[src/rtl/spi_slv_pkg.sv]
package spi_slv_pkg;

  typedef struct packed {
    logic txu;
    logic rxo;
    logic fae;
    logic ssr;
  } slv_evt_t;

  // true when the clock moved away from its idle level
  function automatic logic leaves_idle(input logic now_lvl, input logic old_lvl,
                                       input logic idle_lvl);
    return (now_lvl != old_lvl) && (now_lvl != idle_lvl);
  endfunction

  // true when the clock moved back to its idle level
  function automatic logic returns_idle(input logic now_lvl, input logic old_lvl,
                                        input logic idle_lvl);
    return (now_lvl != old_lvl) && (now_lvl == idle_lvl);
  endfunction

endpackage

[src/rtl/spi_slv_sync.sv]
module spi_slv_sync #(
  parameter int unsigned WIDTH  = 3,
  parameter int unsigned STAGES = 2,
  parameter logic [WIDTH-1:0] INIT = '0
) (
  input  logic             clk,
  input  logic             rst_n,
  input  logic [WIDTH-1:0] d,
  output logic [WIDTH-1:0] q
);

  logic [WIDTH-1:0] stg [STAGES];

  for (genvar s = 0; s < STAGES; s++) begin : g_stage
    always_ff @(posedge clk or negedge rst_n) begin
      if (!rst_n) begin
        stg[s] <= INIT;
      end else if (s == 0) begin
        stg[s] <= d;
      end else begin
        stg[s] <= stg[(s == 0) ? 0 : s-1];
      end
    end
  end

  assign q = stg[STAGES-1];

endmodule

[src/rtl/spi_slv_edge.sv]
module spi_slv_edge
  import spi_slv_pkg::*;
(
  input  logic clk,
  input  logic rst_n,
  input  logic sclk_s,
  input  logic ss_s,
  input  logic cpol,
  input  logic cpha,
  output logic lead_e,
  output logic trail_e,
  output logic sample_e,
  output logic shift_e,
  output logic ss_fall,
  output logic ss_rise
);

  logic sclk_q;
  logic ss_q;

  always_ff @(posedge clk or negedge rst_n) begin
    if (!rst_n) begin
      sclk_q <= 1'b0;
      ss_q   <= 1'b1;
    end else begin
      sclk_q <= sclk_s;
      ss_q   <= ss_s;
    end
  end

  assign lead_e   = leaves_idle(sclk_s, sclk_q, cpol);
  assign trail_e  = returns_idle(sclk_s, sclk_q, cpol);
  assign sample_e = cpha ? trail_e : lead_e;
  assign shift_e  = cpha ? lead_e  : trail_e;
  assign ss_fall  = ss_q && !ss_s;
  assign ss_rise  = !ss_q && ss_s;

  // one clock edge never plays both roles
  a_r1_edges_exclusive: assert property (@(posedge clk) disable iff (!rst_n)
    !(sample_e && shift_e));

  // select edges are separated by at least one cycle
  a_r6_ss_edges_exclusive: assert property (@(posedge clk) disable iff (!rst_n)
    !(ss_fall && ss_rise));

endmodule

[src/rtl/spi_slv_shift.sv]
module spi_slv_shift
  import spi_slv_pkg::*;
#(
  parameter int unsigned MAX_DFS = 16,
  localparam int unsigned CW = $clog2(MAX_DFS)
) (
  input  logic               clk,
  input  logic               rst_n,
  input  logic               enable,
  input  logic               cpha,
  input  logic [CW-1:0]      dfs_m1,
  input  logic               mosi_s,
  input  logic               selected,
  input  logic               ss_fall,
  input  logic               ss_rise,
  input  logic               sample_e,
  input  logic               shift_e,
  input  logic [MAX_DFS-1:0] tx_data,
  input  logic               tx_empty,
  output logic               tx_pop,
  output logic               miso_bit,
  input  logic               rx_full,
  output logic               rx_push,
  output logic [MAX_DFS-1:0] rx_data,
  output slv_evt_t           evt
);

  logic [MAX_DFS-1:0] tx_sh;
  logic [MAX_DFS-1:0] rx_sh;
  logic [MAX_DFS-1:0] rx_next;
  logic [MAX_DFS-1:0] mask;
  logic [CW-1:0]      cnt;
  logic               need_load;
  logic               txu_pend;
  logic               locked;
  logic               active;
  logic               do_load;
  logic               last_bit;

  function automatic logic [MAX_DFS-1:0] width_mask(input logic [CW-1:0] top);
    return ~(({MAX_DFS{1'b1}} << top) << 1);
  endfunction

  assign mask     = width_mask(dfs_m1);
  assign active   = enable && selected && !locked && !ss_rise;
  assign do_load  = active && ((ss_fall && !cpha) || (shift_e && need_load));
  assign tx_pop   = do_load && !tx_empty;
  assign last_bit = (cnt == dfs_m1);
  assign rx_next  = {rx_sh[MAX_DFS-2:0], mosi_s};
  assign miso_bit = tx_sh[dfs_m1];

  always_ff @(posedge clk or negedge rst_n) begin
    if (!rst_n) begin
      tx_sh     <= '0;
      rx_sh     <= '0;
      rx_data   <= '0;
      rx_push   <= 1'b0;
      cnt       <= '0;
      need_load <= 1'b0;
      txu_pend  <= 1'b0;
      locked    <= 1'b0;
      evt       <= '0;
    end else begin
      evt     <= '0;
      rx_push <= 1'b0;
      if (!enable) begin
        tx_sh     <= '0;
        rx_sh     <= '0;
        cnt       <= '0;
        need_load <= 1'b0;
        txu_pend  <= 1'b0;
        locked    <= 1'b0;
      end else if (ss_rise) begin
        evt.ssr <= 1'b1;
        if (!locked && cnt != '0) begin
          evt.fae <= 1'b1;
          locked  <= 1'b1;
        end
        cnt       <= '0;
        need_load <= 1'b0;
        txu_pend  <= 1'b0;
      end else if (selected && !locked) begin
        if (ss_fall && cpha) begin
          need_load <= 1'b1;
        end
        if (do_load) begin
          tx_sh     <= tx_empty ? '0 : (tx_data & mask);
          txu_pend  <= tx_empty;
          need_load <= 1'b0;
        end else if (shift_e) begin
          tx_sh <= tx_sh << 1;
        end
        if (sample_e) begin
          rx_sh <= rx_next;
          if (cnt == '0 && txu_pend) begin
            evt.txu  <= 1'b1;
            txu_pend <= 1'b0;
          end
          if (last_bit) begin
            cnt       <= '0;
            need_load <= 1'b1;
            if (rx_full) begin
              evt.rxo <= 1'b1;
            end else begin
              rx_push <= 1'b1;
              rx_data <= rx_next & mask;
            end
          end else begin
            cnt <= cnt + 1'b1;
          end
        end
      end
    end
  end

  // a pop is only requested when a word is present
  a_r4_pop_has_word: assert property (@(posedge clk) disable iff (!rst_n)
    tx_pop |-> !tx_empty);

  // pops never come on consecutive cycles
  a_r3_pop_single: assert property (@(posedge clk) disable iff (!rst_n)
    tx_pop |=> !tx_pop);

  // a push follows a cycle where the receive side had room
  a_r5_push_has_room: assert property (@(posedge clk) disable iff (!rst_n)
    rx_push |-> !$past(rx_full));

  // a frame is either stored or reported as dropped
  a_r5_push_or_drop: assert property (@(posedge clk) disable iff (!rst_n)
    !(rx_push && evt.rxo));

  // the release pulse is one cycle wide
  a_r6_ssr_pulse: assert property (@(posedge clk) disable iff (!rst_n)
    evt.ssr |=> !evt.ssr);

  // a partial-frame fault is reported only with a release
  a_r7_fae_with_ssr: assert property (@(posedge clk) disable iff (!rst_n)
    evt.fae |-> evt.ssr);

  // a locked engine stores nothing
  a_r7_locked_no_push: assert property (@(posedge clk) disable iff (!rst_n)
    locked |-> !rx_push);

  // a disabled engine is silent in the next cycle
  a_r9_disabled_quiet: assert property (@(posedge clk) disable iff (!rst_n)
    !enable |=> (evt == '0 && !rx_push));

endmodule

[src/rtl/spi_slave_engine.sv]
module spi_slave_engine
  import spi_slv_pkg::*;
#(
  parameter int unsigned MAX_DFS     = 16,
  parameter int unsigned SYNC_STAGES = 2,
  localparam int unsigned CW = $clog2(MAX_DFS)
) (
  input  logic               clk,
  input  logic               rst_n,
  input  logic               enable,
  input  logic               cpol,
  input  logic               cpha,
  input  logic [CW-1:0]      dfs_m1,
  input  logic               out_en,
  input  logic               sclk_i,
  input  logic               ss_n_i,
  input  logic               mosi_i,
  output logic               miso_o,
  output logic               miso_oe,
  input  logic [MAX_DFS-1:0] tx_data,
  input  logic               tx_empty,
  output logic               tx_pop,
  output logic [MAX_DFS-1:0] rx_data,
  input  logic               rx_full,
  output logic               rx_push,
  output logic               evt_txu,
  output logic               evt_rxo,
  output logic               evt_fae,
  output logic               evt_ssr
);

  logic [2:0] pins_s;
  logic       sclk_s;
  logic       ss_s;
  logic       mosi_s;
  logic       lead_e;
  logic       trail_e;
  logic       sample_e;
  logic       shift_e;
  logic       ss_fall;
  logic       ss_rise;
  logic       miso_bit;
  slv_evt_t   evt;

  spi_slv_sync #(
    .WIDTH (3),
    .STAGES(SYNC_STAGES),
    .INIT  (3'b010)
  ) u_sync (
    .clk  (clk),
    .rst_n(rst_n),
    .d    ({sclk_i, ss_n_i, mosi_i}),
    .q    (pins_s)
  );

  assign sclk_s = pins_s[2];
  assign ss_s   = pins_s[1];
  assign mosi_s = pins_s[0];

  spi_slv_edge u_edge (
    .clk     (clk),
    .rst_n   (rst_n),
    .sclk_s  (sclk_s),
    .ss_s    (ss_s),
    .cpol    (cpol),
    .cpha    (cpha),
    .lead_e  (lead_e),
    .trail_e (trail_e),
    .sample_e(sample_e),
    .shift_e (shift_e),
    .ss_fall (ss_fall),
    .ss_rise (ss_rise)
  );

  spi_slv_shift #(
    .MAX_DFS(MAX_DFS)
  ) u_shift (
    .clk     (clk),
    .rst_n   (rst_n),
    .enable  (enable),
    .cpha    (cpha),
    .dfs_m1  (dfs_m1),
    .mosi_s  (mosi_s),
    .selected(!ss_s),
    .ss_fall (ss_fall),
    .ss_rise (ss_rise),
    .sample_e(sample_e),
    .shift_e (shift_e),
    .tx_data (tx_data),
    .tx_empty(tx_empty),
    .tx_pop  (tx_pop),
    .miso_bit(miso_bit),
    .rx_full (rx_full),
    .rx_push (rx_push),
    .rx_data (rx_data),
    .evt     (evt)
  );

  assign miso_oe = enable && !ss_s && out_en;
  assign miso_o  = miso_oe && miso_bit;
  assign evt_txu = evt.txu;
  assign evt_rxo = evt.rxo;
  assign evt_fae = evt.fae;
  assign evt_ssr = evt.ssr;

  // the data line rests at zero whenever it is not driven
  a_r8_miso_quiet: assert property (@(posedge clk) disable iff (!rst_n)
    !miso_oe |-> !miso_o);

  // driving needs the synchronized select to be active
  a_r8_oe_needs_select: assert property (@(posedge clk) disable iff (!rst_n)
    miso_oe |-> (!ss_s && out_en));

  // a trailing edge is never taken while the clock sits away from idle
  a_r1_trail_at_idle: assert property (@(posedge clk) disable iff (!rst_n)
    trail_e |-> (sclk_s == cpol));

endmodule

[config.mk]
export PLATFORM = sky130hd
export DESIGN_NAME = spi_slave_engine
export DESIGN_NICKNAME = d
export VERILOG_FILES = /design/src/rtl/spi_slv_pkg.sv /design/src/rtl/spi_slv_sync.sv /design/src/rtl/spi_slv_edge.sv /design/src/rtl/spi_slv_shift.sv /design/src/rtl/spi_slave_engine.sv
export SDC_FILE = /design/constraint.sdc
export NUM_CORES = 1
export LEC_CHECK = 0
export CORE_UTILIZATION = 35
export DETAILED_ROUTE_END_ITERATION = 8
export GPL_TIMING_DRIVEN = 0
export RECOVER_POWER = 25
export SETUP_SLACK_MARGIN = 0.2
export SLEW_MARGIN = 20
export SYNTH_ARGS = -nofsm -noshare
export SYNTH_HDL_FRONTEND = slang
export SYNTH_SLANG_ARGS = --single-unit
[constraint.sdc]
create_clock -name clk -period 4.2 [get_ports clk]
set_input_delay 0.84 -clock clk [delete_from_list [all_inputs] [get_ports clk]]
set_output_delay 0.84 -clock clk [all_outputs]
set_load 0.05 [all_outputs]
# Word level (Yosys, flattened, before mapping)
# Index checks and enable logic that the tools add are counted.
dict set report classes {
  muxes 50
  eq_ne 12
  n_lt_le_gt_ge 1
  shift 1
  reduce_logical 31
  add_sub_neg 1
  bitwise_logic 5
}
# cell n
set ops {}
lappend ops {{$mux 16} 6}
lappend ops {{$mux 15} 4}
lappend ops {{$and 16x16->16} 2}
lappend ops {{$mux 1} 29}
lappend ops {{$mux 4} 6}
lappend ops {{$logic_and 1x1->1} 17}
lappend ops {{$not 16->16} 1}
lappend ops {{$shl 16x4->15 const A} 1}
lappend ops {{$ne 3x1->1 const B} 3}
lappend ops {{$mux 2} 4}
lappend ops {{$ne 2x1->1 const B} 4}
lappend ops {{$logic_not 1->1} 6}
lappend ops {{$reduce_and 3->1} 2}
lappend ops {{$reduce_and 6->1} 1}
lappend ops {{$lt 4x5->1 const B} 1}
lappend ops {{$add 4x1->4 const B} 1}
lappend ops {{$bmux 1 s4} 1}
lappend ops {{$eq 4x4->1} 1}
lappend ops {{$logic_not 4->1} 1}
lappend ops {{$reduce_and 2->1} 2}
lappend ops {{$reduce_bool 4->1} 1}
lappend ops {{$ne 1x1->1} 2}
lappend ops {{$ne 2x2->1 const B} 1}
lappend ops {{$not 1->1} 2}
lappend ops {{2 further kinds} 2}
dict set report word_totals {
  reg_bits 67
  elab_cells 117
  in_bits 31
}

# Longest topological paths before layout
dict set report logic_depth {
  depth_word 12
  ltp_mapped 7
  depth_no_buf 6
}

# Modules after synthesis
# From an unflattened synthesis, not the netlist that was laid out.
dict set report hier_totals {
  hier_cells 304
  hier_area_um2 3309.4
}
# module area_per_inst_um2 instances cells_each
set by_module_without_submodules {}
lappend by_module_without_submodules {spi_slv_shift 2985.4 1 281}
lappend by_module_without_submodules {spi_slv_sync 175.2 1 9}
lappend by_module_without_submodules {spi_slv_edge 125.1 1 11}
lappend by_module_without_submodules {spi_slave_engine 23.8 1 3}

# Least setup slack after synthesis
# Ideal clock, no wire load.
dict set report synth_timing {
  path_type {input to output}
  startpoint {input dfs_m1[0]}
  endpoint {output miso_o}
  arrival_time_ns 2.745
  path_buffers 2
  t_required_ns 3.360
  cell_stages 7
  slack_ns 0.615
  cell_sequence {buf_2 > buf_1 > mux4_2 > mux2i_1 > nand2_1 > o21ai_0 > nor3_1}
}
dict set report synth_between {
  elab_chain_cells 3
}
# element line_no
set synth_rtl {}
lappend synth_rtl {{from (decl)} spi_slave_engine.sv:13} ;# input logic [CW-1:0] dfs_m1,
lappend synth_rtl {{$bmux 1 s4} spi_slv_shift.sv:50} ;# assign miso_bit = tx_sh[dfs_m1];
lappend synth_rtl {{$mux 1 (implied by the code)} spi_slv_shift.sv:50}
lappend synth_rtl {{$logic_and 1x1->1} spi_slave_engine.sv:100} ;# assign miso_o = miso_oe && miso_bit;
lappend synth_rtl {{to (decl)} spi_slave_engine.sv:18} ;# output logic miso_o,
# No other way between the ends. The select of a mux whose other input is x is not followed.

# Final worst setup path
dict set report layout_timing {
  startpoint {input dfs_m1[1]}
  endpoint {output miso_o}
}
# The elaborated chain is that of the path after synthesis.

==> run_results.csv <==
group,metric,value,unit
timing,fin_ws,315.6,ps
floorplan,io_pins,55,
timing,clock_skew,6.508,ps
yosys,synthFlopType,"dfrtp_1",
min_path,min_path_type,"register to register",
floorplan,die_area,9378,um^2
cells_and_area,multiInputGateArea,1364,um^2
job,drv_cap,1,
clock_network,cts_tree,"built",
worst_setup_path,critPathMaxStageDelay,580,ps
timing,rsz0062_at_grt,"false",
power,p_seq_frac,0.473,
worst_setup_path,reg2reg_setup_slack,2170,ps
grt,antenna_found_initial,0,
cells_and_area,final_cell_mix,"64 x dfrtp_1, 50 x clkdlybuf4s50_1, 46 x nand2_1",
cells_and_area,fin_nets,379,
floorplan,die_h,96.84,um
worst_setup_path,critPathBufInv,3,
timing,post-route-min-period,3884,ps
timing,slew-limit-headroom,-0.2801,
grt,grt_use_total,0.1670,
worst_setup_path,critPathMaxFanout,10,
grt,grt_overflow,0,
yosys,synth_cell_types,60,
clock_network,h-tree-depth,3,
grt,globalRouteMet3Util,0.03468,
power,p_total,1.400,mW
clock_network,clock-root-buffer,"clkbuf_8",
clock_network,clk_pin_slew,70,ps
yosys,seq_area_frac_synth,0.5338,
timing,fin_crit_sh,0.9249,
grt,grt_busiest_layer,"met1",
worst_setup_path,path_cells,"clkdlybuf4s50_1, clkbuf_2, mux4_2, mux2_2, o21ai_0, nor3_1, dlygate4sd2_1",
clock_network,holdBufCountCts,0,
routing,routed_wl,7.406,mm
routing,via_per_inst,5.277,
yosys,syn_area_per_cell,11.20,um^2
worst_setup_path,critPathTopFamily,"buffers and inverters",
cells_and_area,layout-drive-gt1-share,0.1486,
yosys,ys_ff_latch,67,
cells_and_area,fillers,786,
timing,hold_viol_final,0,
status,outcome,"complete, but fails checks",
placement,dp.cells,443,
timing,worstMarginPinSlew,1920,ps
worst_setup_path,cp_slowest_cell,"clkdlybuf4s50_1",
placement,gp_congestion,0.8168,
floorplan,design.core.area,8721,um^2
clock_network,insertion_delay,340,ps
cells_and_area,area_delta_synth_final,28.62,%
yosys,yosysWarnings,0,
routing,detail-route-antenna-nets,0,
worst_setup_path,crit_type,"input port to output port",
yosys,netlist_instances,281,
power,combPwrFrac,0.102,
yosys,synth_nets,314,
power,ir_drop,0.1792,mV
power,power_density,345.9,nW/um^2
cells_and_area,final_cells,458,
routing,wl_per_cell,16.17,um
yosys,synth_edf_count,0,
grt,use_met1,0.2466,
worst_setup_path,cp.required,3360,ps
grt,met2_usage,0.2416,
clock_network,cts_made_buffers,9,
floorplan,initial_core_util,0.3610,
grt,grt_pass1_wl,12.39,mm
cells_and_area,final_common_cell,"dfrtp_1",
grt,grt_max_degree,44,
cells_and_area,final-seq-area,1680,um^2
timing,setup_violations,0,
placement,place_ws,-140.1,ps
power,clkPwrFrac,0.424,
power,p_int,1.060,mW
clock_network,clock_path_buffers,2,
power,netSwitchingPower,0.3405,mW
placement,numPortBuffers,53,
worst_setup_path,arrival,3040,ps
routing,drc,0,
floorplan,rows,34,
routing,vias,2417,
clock_network,cts.sinks,67,
routing,drtIter0Drc,138,
timing,timing.fmax,257.4,MHz
worst_setup_path,end_kind,"output port",
grt,grt_pass1_vias,2380,
timing,whs,352.0,ps
cells_and_area,antenna-diode-count,0,
routing,first_pass_iters,4,
power,p_sw_frac,0.2431,
yosys,synth-async-reset-ratio,1.000,
power,leakage,1.773,nW
placement,hpwlAfterDp,5.480,mm
floorplan,die-width,96.84,um
yosys,synthesis.area,3148,um^2
timing,finalMaxSlewViolations,44,
status,violations,"capacitance limit, slew limit",
worst_setup_path,cp-start-kind,"input port",
[power groups by stage]
stage	clock network (mW)	logic, mW	registers [mW]
floorplan	0	0.0708	0.678
global placement	0	0.142	0.675
detailed placement	0	0.146	0.675
CTS	0.599	0.146	0.663
global route	0.628	0.157	0.664
finish	0.594	0.143	0.663
[synth_stat cells, types with 2 or more instances]
cell type / count / share of area
dfrtp_1: 64 / 0.51
nand2_1: 46 / 0.055
o21ai_0: 17 / 0.027
a22o_1: 16 / 0.045
nor2_1: 10 / 0.012
a22oi_1: 8 / 0.019
clkbuf_1: 8 / 0.0095
nand3_1: 8 / 0.013
a32oi_1: 5 / 0.014
buf_2: 5 / 0.0079
inv_1: 5 / 0.0060
mux4_2: 4 / 0.029
nand2b_1: 4 / 0.0079
nor3_1: 4 / 0.0064
o31ai_1: 4 / 0.0095
xor2_1: 4 / 0.011
a221o_1: 3 / 0.0095
and2_1: 3 / 0.0060
and3_1: 3 / 0.0060
dfstp_2: 3 / 0.025
mux2_2: 3 / 0.011
nand3b_1: 3 / 0.0072
o21ai_1: 3 / 0.0048
a21o_1: 2 / 0.0048
a21oi_1: 2 / 0.0032
and4b_1: 2 / 0.0064
buf_4: 2 / 0.0048
buf_6: 2 / 0.0072
ha_1: 2 / 0.0079
mux2_4: 2 / 0.0095
nor2b_1: 2 / 0.0040
nor4_1: 2 / 0.0040
o2111ai_1: 2 / 0.0056
or4_1: 2 / 0.0048
[flip-flops by register name (all words and copies together), names as in the netlist, 3 cells and up]
name and flops:
u_shift.evt 4, u_shift.tx_sh 16, u_shift.cnt 4, u_shift.rx_sh 15, u_sync.q 3, u_shift.rx_data 16
u_sync.stg 3
[path summary, 6_finish.rpt]
| kind | depth (start not counted) | endpoint | from |
|---|---|---|---|
| min in group asynchronous | 1 | u_shift.evt[3] | rst_n |
| min reg2reg | 0 | u_sync.q[2] | u_sync.stg[5] |
| min | 0 | u_sync.q[2] | u_sync.stg[5] |
| max in group asynchronous | 2 | u_shift.rx_sh[0] | rst_n |
| max | 7 | miso_o | dfs_m1[1] |
| max reg2reg | 6 | u_shift.tx_sh[2] | u_edge.ss_q |
[logic make-up (layout without fill, tap and decap cells)]
| kind of cell | count (synthesis) | count (layout) | share of synthesized area |
|---|---|---|---|
| simple gates | 100 | 100 | 0.1673 |
| compound gates | 73 | 73 | 0.1816 |
| buf+inv | 23 | 92 | 0.03656 |
| flops | 67 | 67 | 0.5338 |
| xor+xnor | 5 | 5 | 0.01630 |
| mux | 11 | 11 | 0.05644 |
| fa+ha+maj | 2 | 2 | 0.007948 |
[cell type report]
class                           instances  share of cell area
Tap cell                              108             0.03337
Inverter                                5            0.004635
Clock inverter                          5             0.01916
Timing Repair Buffer                   54              0.1326
Buffer                                 18             0.02441
Multi-Input combinational cell        191              0.3368
Clock buffer                           10             0.03399
Sequential cell                        67              0.4150
[layer usage]
| metal | vias up | part of all wire |
|---|---|---|
| li1 | 1166 | - |
| met1 | 1175 | 0.50 |
| met2 | 67 | 0.44 |
| met3 | 9 | 0.041 |
| met4 | 0 | 0.015 |
| met5 | - | 0 |
[metrics by stage]
step	util	setup TNS [ps]	cell area (um^2)
final	0.4643	0	4049
after global placement	0.4373	-266.9	3814
after floorplan	-	0	3148
after CTS	0.4651	0	4056
after global routing	0.4643	0	4049
after detailed placement	0.4402	-269.3	3839
[repair_timing]
action	CTS	global route
resized for setup	6	1
endpoints found under the setup margin	2	1
endpoints found under the hold margin	0	0
setup buffers	0	0
Power figures use the tool's default switching activity.
